File: src/rtl/burst_bus_master.sv
`timescale 1ns/1ps
module burst_bus_master #(
  parameter int DW = 32,
  parameter int CW = 8
) (
  input  logic          clk,
  input  logic          rst_n,
  input  logic          req_valid,
  output logic          req_ready,
  input  logic          req_write,
  input  logic [DW-1:0] req_addr,
  input  logic [CW-1:0] req_beats,
  input  logic          wr_valid,
  output logic          wr_ready,
  input  logic [DW-1:0] wr_data,
  output logic          rd_valid,
  input  logic          rd_ready,
  output logic [DW-1:0] rd_data,
  output logic          bus_frame,
  output logic          bus_irdy,
  input  logic          bus_trdy,
  output logic [3:0]    bus_cmd,
  output logic [DW-1:0] bus_ad_out,
  output logic          bus_ad_oe,
  input  logic [DW-1:0] bus_ad_in
);
  localparam logic [3:0] CMD_RD = 4'b0110;
  localparam logic [3:0] CMD_WR = 4'b0111;

  typedef enum logic [1:0] {S_IDLE, S_ADDR, S_TURN, S_DATA} st_t;

  st_t           st;
  logic          wr_q, irdy_q;
  logic [DW-1:0] addr_q, dreg;
  logic [CW-1:0] rem, to_load;
  logic [DW-1:0] fifo [2];
  logic          rp, wp;
  logic [1:0]    cnt, cnt_n;
  logic          beat, last, push, pop, in_xfer;

  assign beat    = irdy_q & bus_trdy;
  assign last    = beat && (rem == CW'(1));
  assign in_xfer = (st == S_ADDR) || (st == S_DATA);
  assign push    = beat & ~wr_q;
  assign pop     = rd_valid & rd_ready;
  assign cnt_n   = cnt + {1'b0, push} - {1'b0, pop};

  assign req_ready = (st == S_IDLE);
  assign wr_ready  = wr_q && in_xfer && (to_load != '0) && (!irdy_q || beat);
  assign rd_valid  = (cnt != 2'd0);
  assign rd_data   = fifo[rp];

  assign bus_irdy   = irdy_q;
  assign bus_frame  = (st == S_ADDR) ||
                      (((st == S_TURN) || (st == S_DATA)) && ((rem > CW'(1)) || !irdy_q));
  assign bus_cmd    = (st == S_ADDR) ? (wr_q ? CMD_WR : CMD_RD) : 4'b0000;
  assign bus_ad_oe  = (st == S_ADDR) || ((st == S_DATA) && wr_q);
  assign bus_ad_out = (st == S_ADDR) ? addr_q : (((st == S_DATA) && wr_q) ? dreg : '0);

  always_ff @(posedge clk) begin
    if (!rst_n) begin
      st      <= S_IDLE;
      wr_q    <= 1'b0;
      irdy_q  <= 1'b0;
      addr_q  <= '0;
      dreg    <= '0;
      rem     <= '0;
      to_load <= '0;
      rp      <= 1'b0;
      wp      <= 1'b0;
      cnt     <= 2'd0;
    end else begin
      case (st)
        S_IDLE: if (req_valid && req_beats != '0) begin
          st      <= S_ADDR;
          wr_q    <= req_write;
          addr_q  <= req_addr;
          rem     <= req_beats;
          to_load <= req_beats;
        end
        S_ADDR: st <= wr_q ? S_DATA : S_TURN;
        S_TURN: st <= S_DATA;
        S_DATA: if (last) st <= S_IDLE;
      endcase

      if (beat) rem <= rem - CW'(1);

      if (wr_q) begin
        if (wr_ready && wr_valid) begin
          dreg    <= wr_data;
          irdy_q  <= 1'b1;
          to_load <= to_load - CW'(1);
        end else if (beat) begin
          irdy_q <= 1'b0;
        end
      end else begin
        irdy_q <= ((st == S_TURN) || (st == S_DATA)) && !last && (cnt_n <= 2'd1);
      end

      if (push) begin
        fifo[wp] <= bus_ad_in;
        wp       <= ~wp;
      end
      if (pop) rp <= ~rp;
      cnt <= cnt_n;
    end
  end

  AST_IRDY_HOLD: assert property (@(posedge clk) disable iff (!rst_n)
    bus_irdy && !bus_trdy |=> bus_irdy);
  AST_LAST_BEAT_ENDS: assert property (@(posedge clk) disable iff (!rst_n)
    bus_irdy && bus_trdy && !bus_frame |=> !bus_irdy && !bus_frame && !bus_ad_oe && req_ready);
  AST_FRAME_DROP: assert property (@(posedge clk) disable iff (!rst_n)
    $fell(bus_frame) |-> bus_irdy);
  AST_READ_TURN: assert property (@(posedge clk) disable iff (!rst_n)
    bus_cmd == CMD_RD |=> !bus_ad_oe && !bus_irdy && bus_frame);
  AST_NO_OVERFLOW: assert property (@(posedge clk) disable iff (!rst_n)
    push |-> cnt != 2'd2);
  AST_WR_HOLD: assert property (@(posedge clk) disable iff (!rst_n)
    bus_irdy && !bus_trdy && bus_ad_oe |=> $stable(bus_ad_out));
  AST_CMD_ONCE: assert property (@(posedge clk) disable iff (!rst_n)
    bus_cmd != 4'b0000 |=> bus_cmd == 4'b0000 && !req_ready);
  AST_BEAT_ONLY_BUSY: assert property (@(posedge clk) disable iff (!rst_n)
    req_ready |-> !bus_irdy);
endmodule

File: config.mk
export PLATFORM = sky130hd
export DESIGN_NAME = burst_bus_master
export DESIGN_NICKNAME = d
export VERILOG_FILES = /design/src/rtl/burst_bus_master.sv
export SDC_FILE = /design/constraint.sdc
export NUM_CORES = 1
export LEC_CHECK = 0
export CAP_MARGIN = 20
export CORE_MARGIN = 5
export CORE_UTILIZATION = 52
export CTS_BUF_LIST = sky130_fd_sc_hd__clkbuf_16
export DETAILED_ROUTE_END_ITERATION = 6
export GPL_TIMING_DRIVEN = 0
export PLACE_DENSITY = 0.84
export RECOVER_POWER = 25
export SYNTH_ARGS = -nofsm -noshare
export SYNTH_HDL_FRONTEND = slang
export SYNTH_SLANG_ARGS = --single-unit
File: constraint.sdc
create_clock -name clk -period 10.9 [get_ports clk]
set_input_delay 2.18 -clock clk [delete_from_list [all_inputs] [get_ports clk]]
set_output_delay 2.18 -clock clk [all_outputs]
set_load 0.01 [all_outputs]
==> flow_summary.ini <==
[status]
status = complete, no violations

[clocking]
worstSkewPairLatency_ns = 0.42
clock-root-buffer = clkbuf_16
cts_tree = built
cts_inserted_buffers = 17
cts_resized = 0
htreeDepth = 4
cts.sinks = 153
holdBufCountCts = 0
clk_pin_slew_ns = 0.06
clock_path_buffers = 2
post_cts_buffers = 0

[setup_path]
required_ns = 8.72
reg2reg_depth = 8
regToRegSetupSlack_ns = 8.39
rr_startpoint = st[0]
cp.arrival_ns = 3.77
crit_type = primary input to output pin
r2r-end = addr_q[10]
critPathMaxFanout = 4
startpoint_type = primary input
critPathCaptureType = output pin

[floorplanning]
fp.coreArea_um2 = 12110
pin_count = 185
start_util_pct = 53.56
fp-row-count = 40
die_x_um = 121.7
die_h_um = 121.7
dieArea_um2 = 14810

[detailed_routing]
postRouteAntennaNets = 0
totalWireLength_um = 18730
vias = 5575
via_per_inst = 5.423
drt_iter0_markers = 631
drt_pass1_iterations = 5
avgRoutedWirePerCell_um = 18.22
drc_errors = 0

[pwr]
p_leak_nw = 3.199
peakVddDrop_mv = 0.1222
p_per_area_nw_per_um2 = 210.7

[synthesis]
ys_ff_latch = 153
yosysWarnings = 0
synthDistinctLibCells = 54
ys.flop_type = dfxtp_1
ys_async_sr_fraction_pct = 0
syn_inst = 643
synth.cell_area_um2 = 6487
synth_edf_count = 64
yosysSeqAreaShare_pct = 57.09
avgSynthCellArea_um2 = 10.09
syn_nets = 764

[finish]
final-instance-count-excl-fill = 1028
final_layout_size_suffix_gt1_share_pct = 8.721
final_cell_mix = clkdlybuf4s50_1 (148), nand2_1 (143), dfxtp_1 (89)
antenna_cells = 0
layout_commonest_cell = clkdlybuf4s50_1
area_growth_pct = 41.72
nets = 969

[placement]
port-buffer-count = 183
preCtsSetupSlack_ns = 5.028
dp_hpwl_um = 13600
dp_cells = 997
place_congestion = 0.9375

[timing]
hold_viol_final = 0
fin_crit_ns = 5.953
setup_viol = 0
worstMarginPinSlew_ns = 0.7879
worst_slack_ns = 4.947
fmax_ghz = 0.1680
slew_headroom_pct = 47.19
setup-tns-final_ns = 0
period_share_pct = 54.62
drv_slew = 0
rsz0062_at_grt = no
skew_ns = 0.01151

[worst_hold_path]
whs_path_depth = 2
hp-class = flip-flop to flip-flop
hold_end = dreg[24]
holdCritStartpoint = dreg[24]

[global_route]
grt_max_degree = 20
grt_antenna_before_repair = 0
grt.overflow.total = 0
grtUsageTotal_pct = 25.58
grt_pass1_wl_um = 29640
grt_pass1_vias = 5735

[run]
cap_violations = 0
## power by group
part / leakage (nW) / internal [W] / switching [W]
clock network: 0.301 / 0.000384 / 0.000241
logic: 1.60 / 0.000277 / 0.000330
registers: 1.30 / 0.000658 / 0.0000467
## metrics by stage
stage	power, W	utilization [%]	hold WS, ns	cell area, µm²
after global placement	0.001292	70.42	0.4421	8529
after detailed placement	0.001314	70.82	0.4456	8577
after global routing	0.002030	75.91	0.4715	9194
final	0.001937	75.91	0.4554	9194
after floorplan	0.001071	-	0.4357	6487
after CTS	0.001937	75.95	0.4542	9199
## per-layer routing
layer / share of wire (%) / up-vias / global-route usage, %
li1: - / 2658 / -
met1: 42 / 2636 / 32.28
met2: 48 / 233 / 42.42
met3: 7.4 / 48 / 6.221
met4: 2.9 / 0 / 10.15
met5: 0 / - / 0
## registers in the layout, summed over array words and instances, names as in the netlist, named ones only
name,cells
fifo,64
addr_q,32
dreg,32
rem,8
to_load,8
cnt,2
st,2
bus_irdy,1
rp,1
wp,1
wr_q,1
## cell families after synthesis
group / after synthesis / synth area share (%)
other: 1 / 0.05780
DFF: 153 / 57.09
adders and majority gates: 10 / 1.929
xor gates and xnor gates: 4 / 0.5401
and+or+nand+nor: 232 / 15.12
AOI/OAI and AO/OA: 125 / 11.23
muxes: 64 / 10.49
buffers and inverters: 54 / 3.549
## Yosys cell counts, drive strengths merged (7+ instances only)
| cell | n | area share, % |
|---|---|---|
| a31oi | 7 | 0.67 |
| inv | 12 | 0.69 |
| nand3 | 11 | 0.85 |
| nor2 | 46 | 2.7 |
| dfxtp | 89 | 27 |
| nor3 | 7 | 0.54 |
| o21ai | 11 | 0.91 |
| buf | 16 | 1.1 |
| edfxtp | 64 | 30 |
| ha | 10 | 1.9 |
| mux2i | 32 | 4.9 |
| a21oi | 80 | 6.2 |
| nand2 | 143 | 8.3 |
| clkbuf | 25 | 1.6 |
| mux2 | 32 | 5.6 |
## how the worst max path moves through the flow
stage | from | endpoint | slack, ns | depth (start not counted)
finish | bus_trdy | wr_ready | 4.95 | 5
global route | bus_trdy | wr_ready | 4.89 | 5
CTS | bus_trdy | wr_ready | 4.95 | 5
detailed placement | bus_trdy | wr_ready | 5.03 | 5
global placement | rst_n | fifo[0][11] | 3.88 | 4
floorplan | bus_trdy | fifo[0][0] | 5.63 | 4
## layout make-up
| cell class | count | area (µm²) |
|---|---|---|
| flip-flops and latches | 153 | 3704 |
| fillers | 819 | 2918 |
| plain buffers | 42 | 183.9 |
| inverters | 12 | 45.04 |
| clock buffers | 17 | 425.4 |
| repair buffers | 186 | 1874 |
| clock inverters | 14 | 196.4 |
| well taps | 168 | 210.2 |
| multi-input cells | 436 | 2555 |
## worst max-delay path, cell delays in order
cell and delay, ns:
clkdlybuf4s50_1 0.55, nand2b_1 0.20, nand3_1 0.11, nor2_1 0.14, clkdlybuf4s50_1 0.59
No activity file was read; power rests on OpenSTA's default activity.
